===== src/rtl/hcm_pkg.sv =====
package hcm_pkg;
  typedef enum logic [1:0] {
    RSP_IDLE  = 2'd0,
    RSP_CLAIM = 2'd1,
    RSP_FWD   = 2'd2,
    RSP_ABORT = 2'd3
  } rsp_e;

  localparam logic [7:0]  CAP_LEN_VAL  = 8'h20;
  localparam logic [15:0] CAP_VER_VAL  = 16'h0100;
  localparam logic [31:0] STRUCT_RST   = 32'h0010_4208;
  localparam logic [31:0] CAPPAR_VAL   = 32'h0000_6871;
endpackage


===== src/rtl/hc_win_route.sv =====
module hc_win_route
  import hcm_pkg::*;
#(
  parameter int ADDR_W   = 32,
  parameter int WIN_BITS = 10
) (
  input  logic [ADDR_W-1:0]          addr,
  input  logic [ADDR_W-WIN_BITS-1:0] base,
  input  logic                       mem_en,
  input  logic                       pwr_d3,
  input  logic                       lock,
  output logic                       win_hit,
  output rsp_e                       route
);
  function automatic logic hit_f(input logic [ADDR_W-1:0] a,
                                 input logic [ADDR_W-WIN_BITS-1:0] b);
    return a[ADDR_W-1:WIN_BITS] == b;
  endfunction

  function automatic rsp_e route_f(input logic hit, input logic en,
                                   input logic d3, input logic lk);
    if (!hit || !en) return RSP_FWD;
    if (d3 || lk)    return RSP_ABORT;
    return RSP_CLAIM;
  endfunction

  always_comb begin
    win_hit = hit_f(addr, base);
    route   = route_f(win_hit, mem_en, pwr_d3, lock);
  end
endmodule


===== src/rtl/hc_cap_file.sv =====
module hc_cap_file
  import hcm_pkg::*;
#(
  parameter int IDX_W = 8
) (
  input  logic             clk,
  input  logic             sus_rst_n,
  input  logic             wr_en,
  input  logic [IDX_W-1:0] dw_idx,
  input  logic [3:0]       be,
  input  logic [31:0]      wdata,
  output logic [31:0]      rd_data,
  output logic [31:0]      struct_q
);
  localparam logic [IDX_W-1:0] IDX_ID     = IDX_W'(0);
  localparam logic [IDX_W-1:0] IDX_STRUCT = IDX_W'(1);
  localparam logic [IDX_W-1:0] IDX_CAPPAR = IDX_W'(2);

  function automatic logic [31:0] merge_f(input logic [31:0] old_v,
                                          input logic [31:0] new_v,
                                          input logic [3:0]  en);
    logic [31:0] r;
    for (int i = 0; i < 4; i++)
      r[8*i +: 8] = en[i] ? new_v[8*i +: 8] : old_v[8*i +: 8];
    return r;
  endfunction

  logic struct_wr;
  assign struct_wr = wr_en && (dw_idx == IDX_STRUCT);

  always_ff @(posedge clk) begin
    if (!sus_rst_n)     struct_q <= STRUCT_RST;
    else if (struct_wr) struct_q <= merge_f(struct_q, wdata, be);
  end

  always_comb begin
    case (dw_idx)
      IDX_ID:     rd_data = {CAP_VER_VAL, 8'h00, CAP_LEN_VAL};
      IDX_STRUCT: rd_data = struct_q;
      IDX_CAPPAR: rd_data = CAPPAR_VAL;
      default:    rd_data = 32'h0;
    endcase
  end


  hold_unless_wr_chk: assert property (@(posedge clk) disable iff (!sus_rst_n)
    !wr_en |=> $stable(struct_q));

  full_write_chk: assert property (@(posedge clk) disable iff (!sus_rst_n)
    (wr_en && dw_idx == IDX_STRUCT && be == 4'hF) |=> struct_q == $past(wdata));
endmodule


===== src/rtl/hc_rsp_stage.sv =====
module hc_rsp_stage
  import hcm_pkg::*;
(
  input  logic        clk,
  input  logic        rst_n,
  input  logic        req_valid,
  input  logic        req_write,
  input  rsp_e        route,
  input  logic [31:0] rd_data,
  output logic        rsp_valid,
  output rsp_e        rsp_kind,
  output logic [31:0] rsp_rdata
);
  always_ff @(posedge clk) begin
    if (!rst_n) begin
      rsp_valid <= 1'b0;
      rsp_kind  <= RSP_IDLE;
      rsp_rdata <= 32'h0;
    end else begin
      rsp_valid <= req_valid;
      rsp_kind  <= req_valid ? route : RSP_IDLE;
      rsp_rdata <= (req_valid && !req_write && route == RSP_CLAIM) ? rd_data : 32'h0;
    end
  end


  rsp_follows_req_chk: assert property (@(posedge clk) disable iff (!rst_n)
    req_valid |=> rsp_valid);

  rsp_quiet_chk: assert property (@(posedge clk) disable iff (!rst_n)
    !req_valid |=> (!rsp_valid && rsp_kind == RSP_IDLE));

  data_zero_chk: assert property (@(posedge clk) disable iff (!rst_n)
    (rsp_kind != RSP_CLAIM) |-> rsp_rdata == 32'h0);
endmodule


===== src/rtl/hc_mmio_front.sv =====
module hc_mmio_front
  import hcm_pkg::*;
#(
  parameter int ADDR_W   = 32,
  parameter int WIN_BITS = 10
) (
  input  logic                       clk,
  input  logic                       sus_rst_n,
  input  logic                       ctl_rst_n,
  input  logic [ADDR_W-WIN_BITS-1:0] base_addr,
  input  logic                       mem_en,
  input  logic                       pwr_d3,
  input  logic                       wr_unlock,
  input  logic                       req_valid,
  input  logic                       req_write,
  input  logic                       req_lock,
  input  logic [ADDR_W-1:0]          req_addr,
  input  logic [3:0]                 req_be,
  input  logic [31:0]                req_wdata,
  output logic                       rsp_valid,
  output logic [1:0]                 rsp_kind,
  output logic [31:0]                rsp_rdata,
  output logic [7:0]                 op_offset
);
  localparam int IDX_W = WIN_BITS - 2;

  logic             win_hit;
  rsp_e             route;
  rsp_e             kind_q;
  logic             rst_n;
  logic             cap_wr;
  logic [IDX_W-1:0] dw_idx;
  logic [31:0]      rd_data;
  logic [31:0]      struct_q;

  assign rst_n     = sus_rst_n && ctl_rst_n;
  assign dw_idx    = req_addr[WIN_BITS-1:2];
  assign cap_wr    = req_valid && req_write && wr_unlock && (route == RSP_CLAIM);
  assign op_offset = CAP_LEN_VAL;
  assign rsp_kind  = kind_q;

  hc_win_route #(.ADDR_W(ADDR_W), .WIN_BITS(WIN_BITS)) u_route (
    .addr(req_addr), .base(base_addr), .mem_en(mem_en), .pwr_d3(pwr_d3),
    .lock(req_lock), .win_hit(win_hit), .route(route)
  );

  hc_cap_file #(.IDX_W(IDX_W)) u_cap (
    .clk(clk), .sus_rst_n(sus_rst_n), .wr_en(cap_wr), .dw_idx(dw_idx),
    .be(req_be), .wdata(req_wdata), .rd_data(rd_data), .struct_q(struct_q)
  );

  hc_rsp_stage u_rsp (
    .clk(clk), .rst_n(rst_n), .req_valid(req_valid), .req_write(req_write),
    .route(route), .rd_data(rd_data), .rsp_valid(rsp_valid),
    .rsp_kind(kind_q), .rsp_rdata(rsp_rdata)
  );


  outside_fwd_chk: assert property (@(posedge clk) disable iff (!rst_n)
    (req_valid && !win_hit) |=> kind_q == RSP_FWD);

  mem_off_fwd_chk: assert property (@(posedge clk) disable iff (!rst_n)
    (req_valid && !mem_en) |=> kind_q == RSP_FWD);

  d3_abort_chk: assert property (@(posedge clk) disable iff (!rst_n)
    (req_valid && win_hit && mem_en && pwr_d3) |=> kind_q == RSP_ABORT);

  lock_abort_chk: assert property (@(posedge clk) disable iff (!rst_n)
    (req_valid && win_hit && mem_en && req_lock) |=> kind_q == RSP_ABORT);

  keep_on_ctl_rst_chk: assert property (@(posedge clk) disable iff (!sus_rst_n)
    !ctl_rst_n |=> $stable(struct_q));
endmodule


===== config.mk =====
export PLATFORM = sky130hd
export DESIGN_NAME = hc_mmio_front
export DESIGN_NICKNAME = d
export VERILOG_FILES = /design/src/rtl/hcm_pkg.sv /design/src/rtl/hc_win_route.sv /design/src/rtl/hc_cap_file.sv /design/src/rtl/hc_rsp_stage.sv /design/src/rtl/hc_mmio_front.sv
export SDC_FILE = /design/constraint.sdc
export NUM_CORES = 1
export LEC_CHECK = 0
export ABC_AREA = 1
export BUFFER_PORTS_ARGS = -buffer_cell sky130_fd_sc_hd__buf_2
export CORE_MARGIN = 1
export CORE_UTILIZATION = 30
export CTS_CLUSTER_DIAMETER = 120
export DETAILED_ROUTE_END_ITERATION = 10
export PLACE_DENSITY_LB_ADDON = 0.08
export SLEW_MARGIN = 15
export SYNTH_ARGS = -nofsm -noshare
export SYNTH_HDL_FRONTEND = slang
export SYNTH_SLANG_ARGS = --single-unit

===== constraint.sdc =====
create_clock -name clk -period 1.5 [get_ports clk]
set_clock_uncertainty 0.05 [all_clocks]
set_input_delay 0.15 -clock clk [delete_from_list [all_inputs] [get_ports clk]]
set_output_delay 0.15 -clock clk [all_outputs]
set_load 0.02 [all_outputs]

==> impl_metrics.json <==
{
  "grt_first_pass_wirelength_um": 14800,
  "nFillCells": 1103,
  "worstHoldPathType": "primary input to register",
  "cts_buffers": 9,
  "period_share_pct": 89.8,
  "ys_ff_latch": 67,
  "fin_nets": 781,
  "place_ws_ns": -0.312,
  "drive_above_1_share_pct": 33.2,
  "clockBufferDepth": 2,
  "arrival_ns": 1.56,
  "vdd_ir_drop_max_mv": 0.300,
  "grt_pass1_vias": 3274,
  "p_leak_nw": 2.68,
  "clk_pin_slew_ns": 0.07,
  "yosysSeqAreaShare_pct": 41.8,
  "grt_start_max_net_pins": 33,
  "status": "completed",
  "critPathLaunchType": "primary input",
  "gp_congestion": 0.847,
  "root_buffer": "clkbuf_8",
  "syn_area_per_cell_um2": 6.77,
  "drc": 0,
  "grt_overflow": 0,
  "setup_viol": 0,
  "hold_path_depth": 3,
  "post-dp-hpwl_um": 7090,
  "synth_area_mm2": 0.00321,
  "drt-pass1-iter-count": 6,
  "diodes": 0,
  "setup_tns_ns": 0,
  "worst_ep_required_time_ns": 1.71,
  "via_per_inst": 4.09,
  "cts_sinks": 67,
  "die_x_um": 105,
  "routedWlPerCell_um": 11.0,
  "htreeDepth": 3,
  "yosysWarnings": 0,
  "ff2ff_path_depth": 2,
  "fp.dieArea_mm2": 0.0111,
  "synthCells": 474,
  "drt_wl_total_um": 9030,
  "start_util_pct": 31.1,
  "antenna_found_initial": 0,
  "core_mm2": 0.0103,
  "cp_max_fo": 23,
  "rsz0062_at_grt": "no",
  "fin_crit_ns": 1.35,
  "ioPinCount": 142,
  "drv_slew": 0,
  "grt_usage_pct": 17.3,
  "cts_tree": "built",
  "p_seq_share_pct": 45.2,
  "swShare_pct": 23.7,
  "critPathKind": "primary input to register",
  "intPower_mw": 3.01,
  "hold_viol": 0,
  "yosysUniqueCellTypes": 29,
  "syn_to_final_growth_pct": 51.6,
  "p_clk_share_pct": 42.8,
  "antenna_left": 0,
  "setup_slack_ns": 0.154,
  "rows": 37,
  "drv_cap": 0,
  "fmax_mhz": 743,
  "num_vias": 3370,
  "critPathCaptureType": "register",
  "die_h_um": 105,
  "p_sw_uw": 932,
  "drt_iter0_drc": 82,
  "clkLatencyLatePin_ns": 0.34,
  "pwr-share-comb_pct": 12.0,
  "portBuffers": 131,
  "powerDensity_mw_per_mm2": 810
}
## cells by family after synthesis
kind of cell / share of synthesized area [%]
AO/OA/AOI/OAI: 2.11
buffers and inverters: 13.0
AND/OR/NAND/NOR: 41.8
XOR/XNOR: 1.09
other: 0.234
flip-flops: 41.8
## layer usage
layer  up-vias  GRT usage [%]  part of all wire [%]
li1       1822              -                     -
met1      1443           18.1                    41
met2        93           32.2                    51
met3        12           4.64                   5.5
met4         0           7.04                   1.7
met5         -              0                     0
## power groups by stage
stage | Sequential [mW] | Combinational, mW | Clock (mW)
after detailed placement | 1.82 | 0.414 | 0
after floorplan | 1.82 | 0.183 | 0
after global placement | 1.82 | 0.411 | 0
final | 1.78 | 0.471 | 1.69
after global routing | 1.78 | 0.530 | 1.84
after CTS | 1.78 | 0.468 | 1.74
## final cells by class
| type | count | area (µm²) | area share [%] |
|---|---|---|---|
| clock buffer | 10 | 138 | 2.83 |
| clock inverter | 6 | 87.6 | 1.80 |
| inverter | 80 | 300 | 6.18 |
| multi-input combinational | 316 | 1490 | 30.7 |
| sequential | 67 | 1340 | 27.6 |
| tap | 136 | 170 | 3.50 |
| timing repair buffer | 208 | 1330 | 27.4 |
## worst max-delay path, cell delays in order
cell and delay (ns):
buf_2 0.10, xnor2_1 0.23, nand3b_1 0.12, nor2_1 0.14, nand3_2 0.16, nor2_8 0.17, buf_12 0.12, nand3_4 0.07
buf_12 0.17, nor3_1 0.12
## per-stage QoR
stage          hold slack (ns)  std cells  utilization [%]  cell area [µm²]  power (mW)
5_1_grt                 0.0111        823             47.1             4860        4.15
6_report               0.00963        823             47.1             4860        3.94
4_1_cts              0.0000655        822             46.8             4830        3.99
2_1_floorplan            0.235        480                -             3230        2.01
3_3_place_gp             0.323        779             42.0             4330        2.23
3_5_place_dp             0.330        779             42.0             4330        2.24
## sequential cells by signal, indices dropped and copies added, names as in the netlist
name             flops
u_cap.struct_q      32
u_rsp.rsp_kind       2
u_rsp.rsp_rdata     32
u_rsp.rsp_valid      1
## cells in the final DEF, fill, tap and decap left out, types with 3 or more instances in the layout
| cell | count |
|---|---|
| nor3_2 | 19 |
| a21oi_1 | 6 |
| xnor2_1 | 3 |
| buf_2 | 131 |
| conb_1 | 8 |
| o21ai_1 | 3 |
| nand3_1 | 13 |
| nor3_1 | 5 |
| clkbuf_8 | 10 |
| dfxtp_1 | 67 |
| nand2_1 | 138 |
| nor2_2 | 3 |
| inv_1 | 79 |
| buf_4 | 46 |
| nand4_1 | 9 |
| dlygate4sd3_1 | 28 |
| nor2_1 | 94 |
## Yosys cell counts
master,n,area (µm²)
nand2_1,140,526
nor2_1,97,364
inv_1,79,297
dfxtp_1,67,1340
nor3_2,19,190
nand3_1,13,65.1
nand4_1,9,56.3
buf_4,8,60.1
a21oi_1,6,30.0
buf_2,5,25.0
nor3_1,5,25.0
o21ai_1,3,15.0
xnor2_1,3,26.3
buf_1,2,7.51
buf_6,2,22.5
conb_1,2,7.51
nand3_2,2,20.0
a21oi_2,1,8.76
and2_1,1,6.26
clkinv_1,1,3.75
nand3_4,1,17.5
nand3b_1,1,7.51
nand4_2,1,12.5
nor2_4,1,11.3
nor2_8,1,20.0
nor3b_4,1,18.8
o2111ai_1,1,8.76
o21ai_0,1,5.00
xor2_1,1,8.76
## what timing repair did
| item | in CTS | in global routing |
|---|---|---|
| hold buffers | 27 | 1 |
| setup buffers | 0 | 0 |
| endpoints found under the hold margin | 27 | 1 |
| endpoints found under the setup margin | 0 | 30 |
| resized for setup | 0 | 7 |
## path summary, 6_finish.rpt
kind                 startpoint  slack (ns)             endpoint
min reg2reg  u_cap.struct_q[20]        0.39  u_rsp.rsp_rdata[20]
max                base_addr[4]        0.15   u_rsp.rsp_rdata[1]
max reg2reg  u_cap.struct_q[24]        0.76  u_rsp.rsp_rdata[24]
min               req_wdata[31]        0.01   u_cap.struct_q[31]
Power figures use the tool's default switching activity.
